--- src/rtl/lpar_pkg.sv ---
package lpar_pkg;
  localparam int unsigned DW = 32;
  localparam int unsigned LW = 8;
  localparam int unsigned NL = DW / LW;
  localparam int unsigned NARROW_NL = NL / 2;

  typedef logic [NL-1:0] lane_vec_t;

  // even parity bit for one byte lane
  function automatic logic lane_even_bit(input logic [LW-1:0] b);
    return ^b;
  endfunction

  // lanes taking part in a read check
  function automatic lane_vec_t lane_select(input lane_vec_t en, input logic narrow);
    lane_vec_t m;
    for (int i = 0; i < NL; i++) begin
      m[i] = en[i] && (!narrow || (i < NARROW_NL));
    end
    return m;
  endfunction
endpackage

--- src/rtl/lpar_gen.sv ---
module lpar_gen #(
  parameter int unsigned DW = lpar_pkg::DW,
  parameter int unsigned LW = lpar_pkg::LW,
  localparam int unsigned NL = DW / LW
) (
  input  logic [DW-1:0] data,
  output logic [NL-1:0] par
);
  for (genvar i = 0; i < NL; i++) begin : g_lane
    assign par[i] = lpar_pkg::lane_even_bit(data[i*LW +: LW]);
  end
endmodule

--- src/rtl/lpar_capture.sv ---
module lpar_capture #(
  parameter int unsigned DW = lpar_pkg::DW,
  parameter int unsigned LW = lpar_pkg::LW,
  localparam int unsigned NL = DW / LW
) (
  input  logic          clk,
  input  logic          rst,
  input  logic          strobe,
  input  logic [DW-1:0] din,
  input  logic [NL-1:0] pin,
  input  logic [NL-1:0] min,
  output logic [DW-1:0] dq,
  output logic [NL-1:0] pq,
  output logic [NL-1:0] mq,
  output logic          vq
);
  always_ff @(posedge clk) begin
    if (rst) begin
      dq <= '0;
      pq <= '0;
      mq <= '0;
      vq <= 1'b0;
    end else begin
      vq <= strobe;
      if (strobe) begin
        dq <= din;
        pq <= pin;
        mq <= min;
      end
    end
  end
endmodule

--- src/rtl/lpar_eval.sv ---
module lpar_eval #(
  parameter int unsigned DW = lpar_pkg::DW,
  parameter int unsigned LW = lpar_pkg::LW,
  localparam int unsigned NL = DW / LW
) (
  input  logic [DW-1:0] data,
  input  logic [NL-1:0] par,
  input  logic [NL-1:0] mask,
  input  logic          valid,
  output logic [NL-1:0] lane_bad,
  output logic          stat_n
);
  for (genvar i = 0; i < NL; i++) begin : g_lane
    assign lane_bad[i] = mask[i] &&
      (lpar_pkg::lane_even_bit(data[i*LW +: LW]) != par[i]);
  end
  assign stat_n = !(valid && (|lane_bad));
endmodule

--- src/rtl/lane_parity_unit.sv ---
module lane_parity_unit #(
  parameter int unsigned DW = lpar_pkg::DW,
  parameter int unsigned LW = lpar_pkg::LW,
  localparam int unsigned NL = DW / LW
) (
  input  logic          clk,
  input  logic          rst,
  input  logic          rdy,
  input  logic          rd_cycle,
  input  logic          narrow_bus,
  input  logic [NL-1:0] byte_en,
  input  logic [DW-1:0] wdata,
  input  logic [DW-1:0] rdata,
  input  logic [NL-1:0] rpar,
  output logic [NL-1:0] wpar,
  output logic          chk_n
);
  // named internal events
  logic          rd_strobe;
  logic [NL-1:0] lane_mask;
  logic [DW-1:0] cap_data;
  logic [NL-1:0] cap_par;
  logic [NL-1:0] cap_mask;
  logic          cap_valid;
  logic [NL-1:0] lane_err;

  assign rd_strobe = rdy && rd_cycle;
  assign lane_mask = lpar_pkg::lane_select(byte_en, narrow_bus);

  lpar_gen #(.DW(DW), .LW(LW)) u_gen (
    .data(wdata),
    .par (wpar)
  );

  lpar_capture #(.DW(DW), .LW(LW)) u_cap (
    .clk   (clk),
    .rst   (rst),
    .strobe(rd_strobe),
    .din   (rdata),
    .pin   (rpar),
    .min   (lane_mask),
    .dq    (cap_data),
    .pq    (cap_par),
    .mq    (cap_mask),
    .vq    (cap_valid)
  );

  lpar_eval #(.DW(DW), .LW(LW)) u_eval (
    .data    (cap_data),
    .par     (cap_par),
    .mask    (cap_mask),
    .valid   (cap_valid),
    .lane_bad(lane_err),
    .stat_n  (chk_n)
  );
endmodule

--- config.mk ---
export PLATFORM = sky130hd
export DESIGN_NAME = lane_parity_unit
export DESIGN_NICKNAME = d
export VERILOG_FILES = /design/src/rtl/lpar_pkg.sv /design/src/rtl/lpar_gen.sv /design/src/rtl/lpar_capture.sv /design/src/rtl/lpar_eval.sv /design/src/rtl/lane_parity_unit.sv
export SDC_FILE = /design/constraint.sdc
export NUM_CORES = 1
export LEC_CHECK = 0
export CAP_MARGIN = 20
export CORE_MARGIN = 3
export CORE_UTILIZATION = 46
export CTS_BUF_LIST = sky130_fd_sc_hd__clkbuf_8 sky130_fd_sc_hd__clkbuf_16
export DETAILED_ROUTE_END_ITERATION = 8
export PLACE_DENSITY_LB_ADDON = 0.2
export SETUP_SLACK_MARGIN = 0.1
export SLEW_MARGIN = 25
export SYNTH_ARGS = -nofsm -noshare
export SYNTH_HDL_FRONTEND = slang
export SYNTH_SLANG_ARGS = --single-unit
--- constraint.sdc ---
create_clock -name clk -period 3.7 [get_ports clk]
set_input_delay 0.74 -clock clk [delete_from_list [all_inputs] [get_ports clk]]
set_output_delay 0.74 -clock clk [all_outputs]
set_load 0.005 [all_outputs]
==> results.cfg <==
[outcome]
status = completed

[layout]
num_antenna_cells = 0
final_cell_count_no_fill = 370
layout_common_cells = nand2_1, clkdlybuf4s50_1, dfxtp_1
nFillCells = 333
nets = 396
drive_gt1_share_pct = 4.063
areaGrowthSynthToFinish_pct = 47.17
register_area_um2 = 820.8
final_common_cell = nand2_1
multi_input_comb_area_um2 = 1150

[synth]
syn-num-nets = 319
yosysTopAreaCell = dfxtp_1
ys_seq_area_share_pct = 40.34
synthTopCellsByArea = dfxtp_1, nand2_1, xnor2_1
syn_avg_cell_area_um2 = 8.407
synth-seq-cells = 41
ys_warn_count = 0
yosysTopAreaCellShare_pct = 40.34
syn-cell-area_um2 = 2034
syn_inst = 242
ys_types = 18

[floorplanning]
coreArea_um2 = 4144
fp.dieArea_um2 = 5257
die_w_um = 72.51
ioPinCount = 82
initial_core_util_pct = 49.09
num_rows = 23
chipHeight_um = 72.51

[timing]
period_minus_slack_ps = 3057
fin_skew_ps = 0
fin_crit_sh_pct = 82.63
setup_viol = 0
worstMarginPinSlew_ps = 602.2
drv_slew = 0
rsz0062_at_grt = false
whs_ps = 459.8
slew_headroom_pct = 59.86
fmax_mhz = 327.1
setup_ws_ps = 642.7
fin_setup_tns_ps = 0
finalHoldViolations = 0

[drt]
vias = 1772
post-route-drc-count = 0
ant_nets = 0
vias_per_cell = 4.789
drt-total-wl_um = 4295
post_drt_wl_per_cell_um = 11.61
firstDrtPassIters = 4
first_iter_violations = 101

[setup_path]
reg2regPathDepth = 2
path_max_fanout = 2
crit_path_max_incr_delay_ps = 560
path_class = flip-flop to output port
cp.arrival_ps = 2320
rrSetupSlack_ps = 3060
worst_setup_path_end_kind = output port
path_buf_inv = 1
cp.required_ps = 2960
cp-endpoint = chk_n
critPathTopFamily = XOR/XNOR gates
cp_cell_sequence = xor2_1 > xnor3_2 > mux2i_1 > o41ai_2 > clkdlybuf4s50_1
cp_slowest_cell = clkdlybuf4s50_1
cp-start-kind = flip-flop
crit_cells = 5
critical_path.reg2reg.startpoint = u_cap.dq[27]
setup.worst_path.start = u_cap.dq[31]
r2r-end = u_cap.dq[27]

[pwr]
total_power_mw = 1.116
combPwrFrac_pct = 24.5
ir_worst_vdd_v = 0.0002782
p_leak_nw = 1.143
p_per_area_nw_per_um2 = 372.6
p_int_mw = 0.8628
clock_power_share_pct = 33.0
p_sw_mw = 0.2528
seqPwrFrac_pct = 42.5
swShare_pct = 22.66

[placement]
numPortBuffers = 81
pre_cts_ws_ps = 731.5
dp_cells = 362
gp_congestion = 0.7169
hpwlAfterDp_um = 3066

[grt]
globalRoute.totalOverflow = 0
grt_pass1_wl_um = 7162
grt_max_degree = 42
grt_pass1_vias = 1727
grt.total_usage_pct = 17.33
antenna_found_initial = 0

[hold_path]
min_path_type = flip-flop to flip-flop
holdPathStages = 2

[clock_tree]
h-tree-depth = 2
path_clk_slew_ps = 80
ctsHoldBuffers = 0
numCtsBuffers = 5
clkLatencyLatePin_ps = 290
cts.repair.resized = 0
cts_setup_buffers = 0
cts_buffer_depth = 2
cts_root_buffer = clkbuf_8
tritoncts = built
numClockSinks = 41

[flow_run]
drv_cap = 0
flip-flops by register name, indices dropped and copies added (netlist names):
signal and count:
u_cap.dq 32, u_cap.mq 4, u_cap.pq 4, u_cap.vq 1
area by class of cell:
cell class	count	share of cell area, %
inverter	3	0.3761
clock inverter	2	1.128
sequential	41	27.41
clock buffer	6	2.758
multi-input combinational	184	38.40
timing repair buffer	84	27.83
tap	50	2.089
kinds of logic (layout without fill, tap and decap cells):
kind of cell           Yosys count  count (layout)  synth area share [%]
AND/OR/NAND/NOR                 91              91                 17.77
XOR/XNOR                        48              48                 26.14
AO/OA/AOI/OAI                   41              41                 10.64
flip-flops                      41              41                 40.34
buffers and inverters           17              95                 3.136
multiplexers                     4               4                 1.968
worst min path at each step:
stage                        end          from  slack [ps]
floorplan           u_cap.dq[16]  u_cap.dq[16]         440
global placement     u_cap.dq[8]   u_cap.dq[8]         440
detailed placement   u_cap.dq[8]   u_cap.dq[8]         450
CTS                  u_cap.dq[8]   u_cap.dq[8]         460
global route        u_cap.dq[23]  u_cap.dq[23]         490
finish               u_cap.dq[8]   u_cap.dq[8]         460
tightest hold or removal path, stage by stage (launching register included):
cell	delay, ps
dfxtp_1	310
nand2_1	50
a21oi_1	50
synthesized netlist by cell type (all sizes together):
| cell type | count |
|---|---|
| o41ai | 1 |
| or2 | 3 |
| inv | 3 |
| buf | 3 |
| clkbuf | 11 |
| nand2 | 83 |
| nor2 | 1 |
| xor2 | 8 |
| and2 | 1 |
| nand3b | 2 |
| xnor3 | 8 |
| dfxtp | 41 |
| a21oi | 40 |
| mux2i | 4 |
| xnor2 | 32 |
| nand2b | 1 |
per-layer routing:
layer	up-vias	global-route usage, %	part of all wire, %
met4	0	4.303	0.95
met3	6	5.540	5.7
met5	-	0	0
met1	796	18.58	41
li1	922	-	-
met2	48	32.66	52
power groups by stage:
stage	logic [mW]	clock network (mW)	registers, mW
after floorplan	0.141	0	0.481
after global placement	0.271	0	0.483
after detailed placement	0.273	0	0.484
after CTS	0.276	0.377	0.474
after global routing	0.297	0.394	0.476
final	0.273	0.369	0.474
metrics by stage:
step / cell area [um2] / utilization [%]
floorplan: 2034 / -
global placement: 2878 / 69.44
detailed placement: 2878 / 69.44
CTS: 2994 / 72.25
global route: 2994 / 72.25
finish: 2994 / 72.25
No activity file was read; power rests on OpenSTA's default activity.
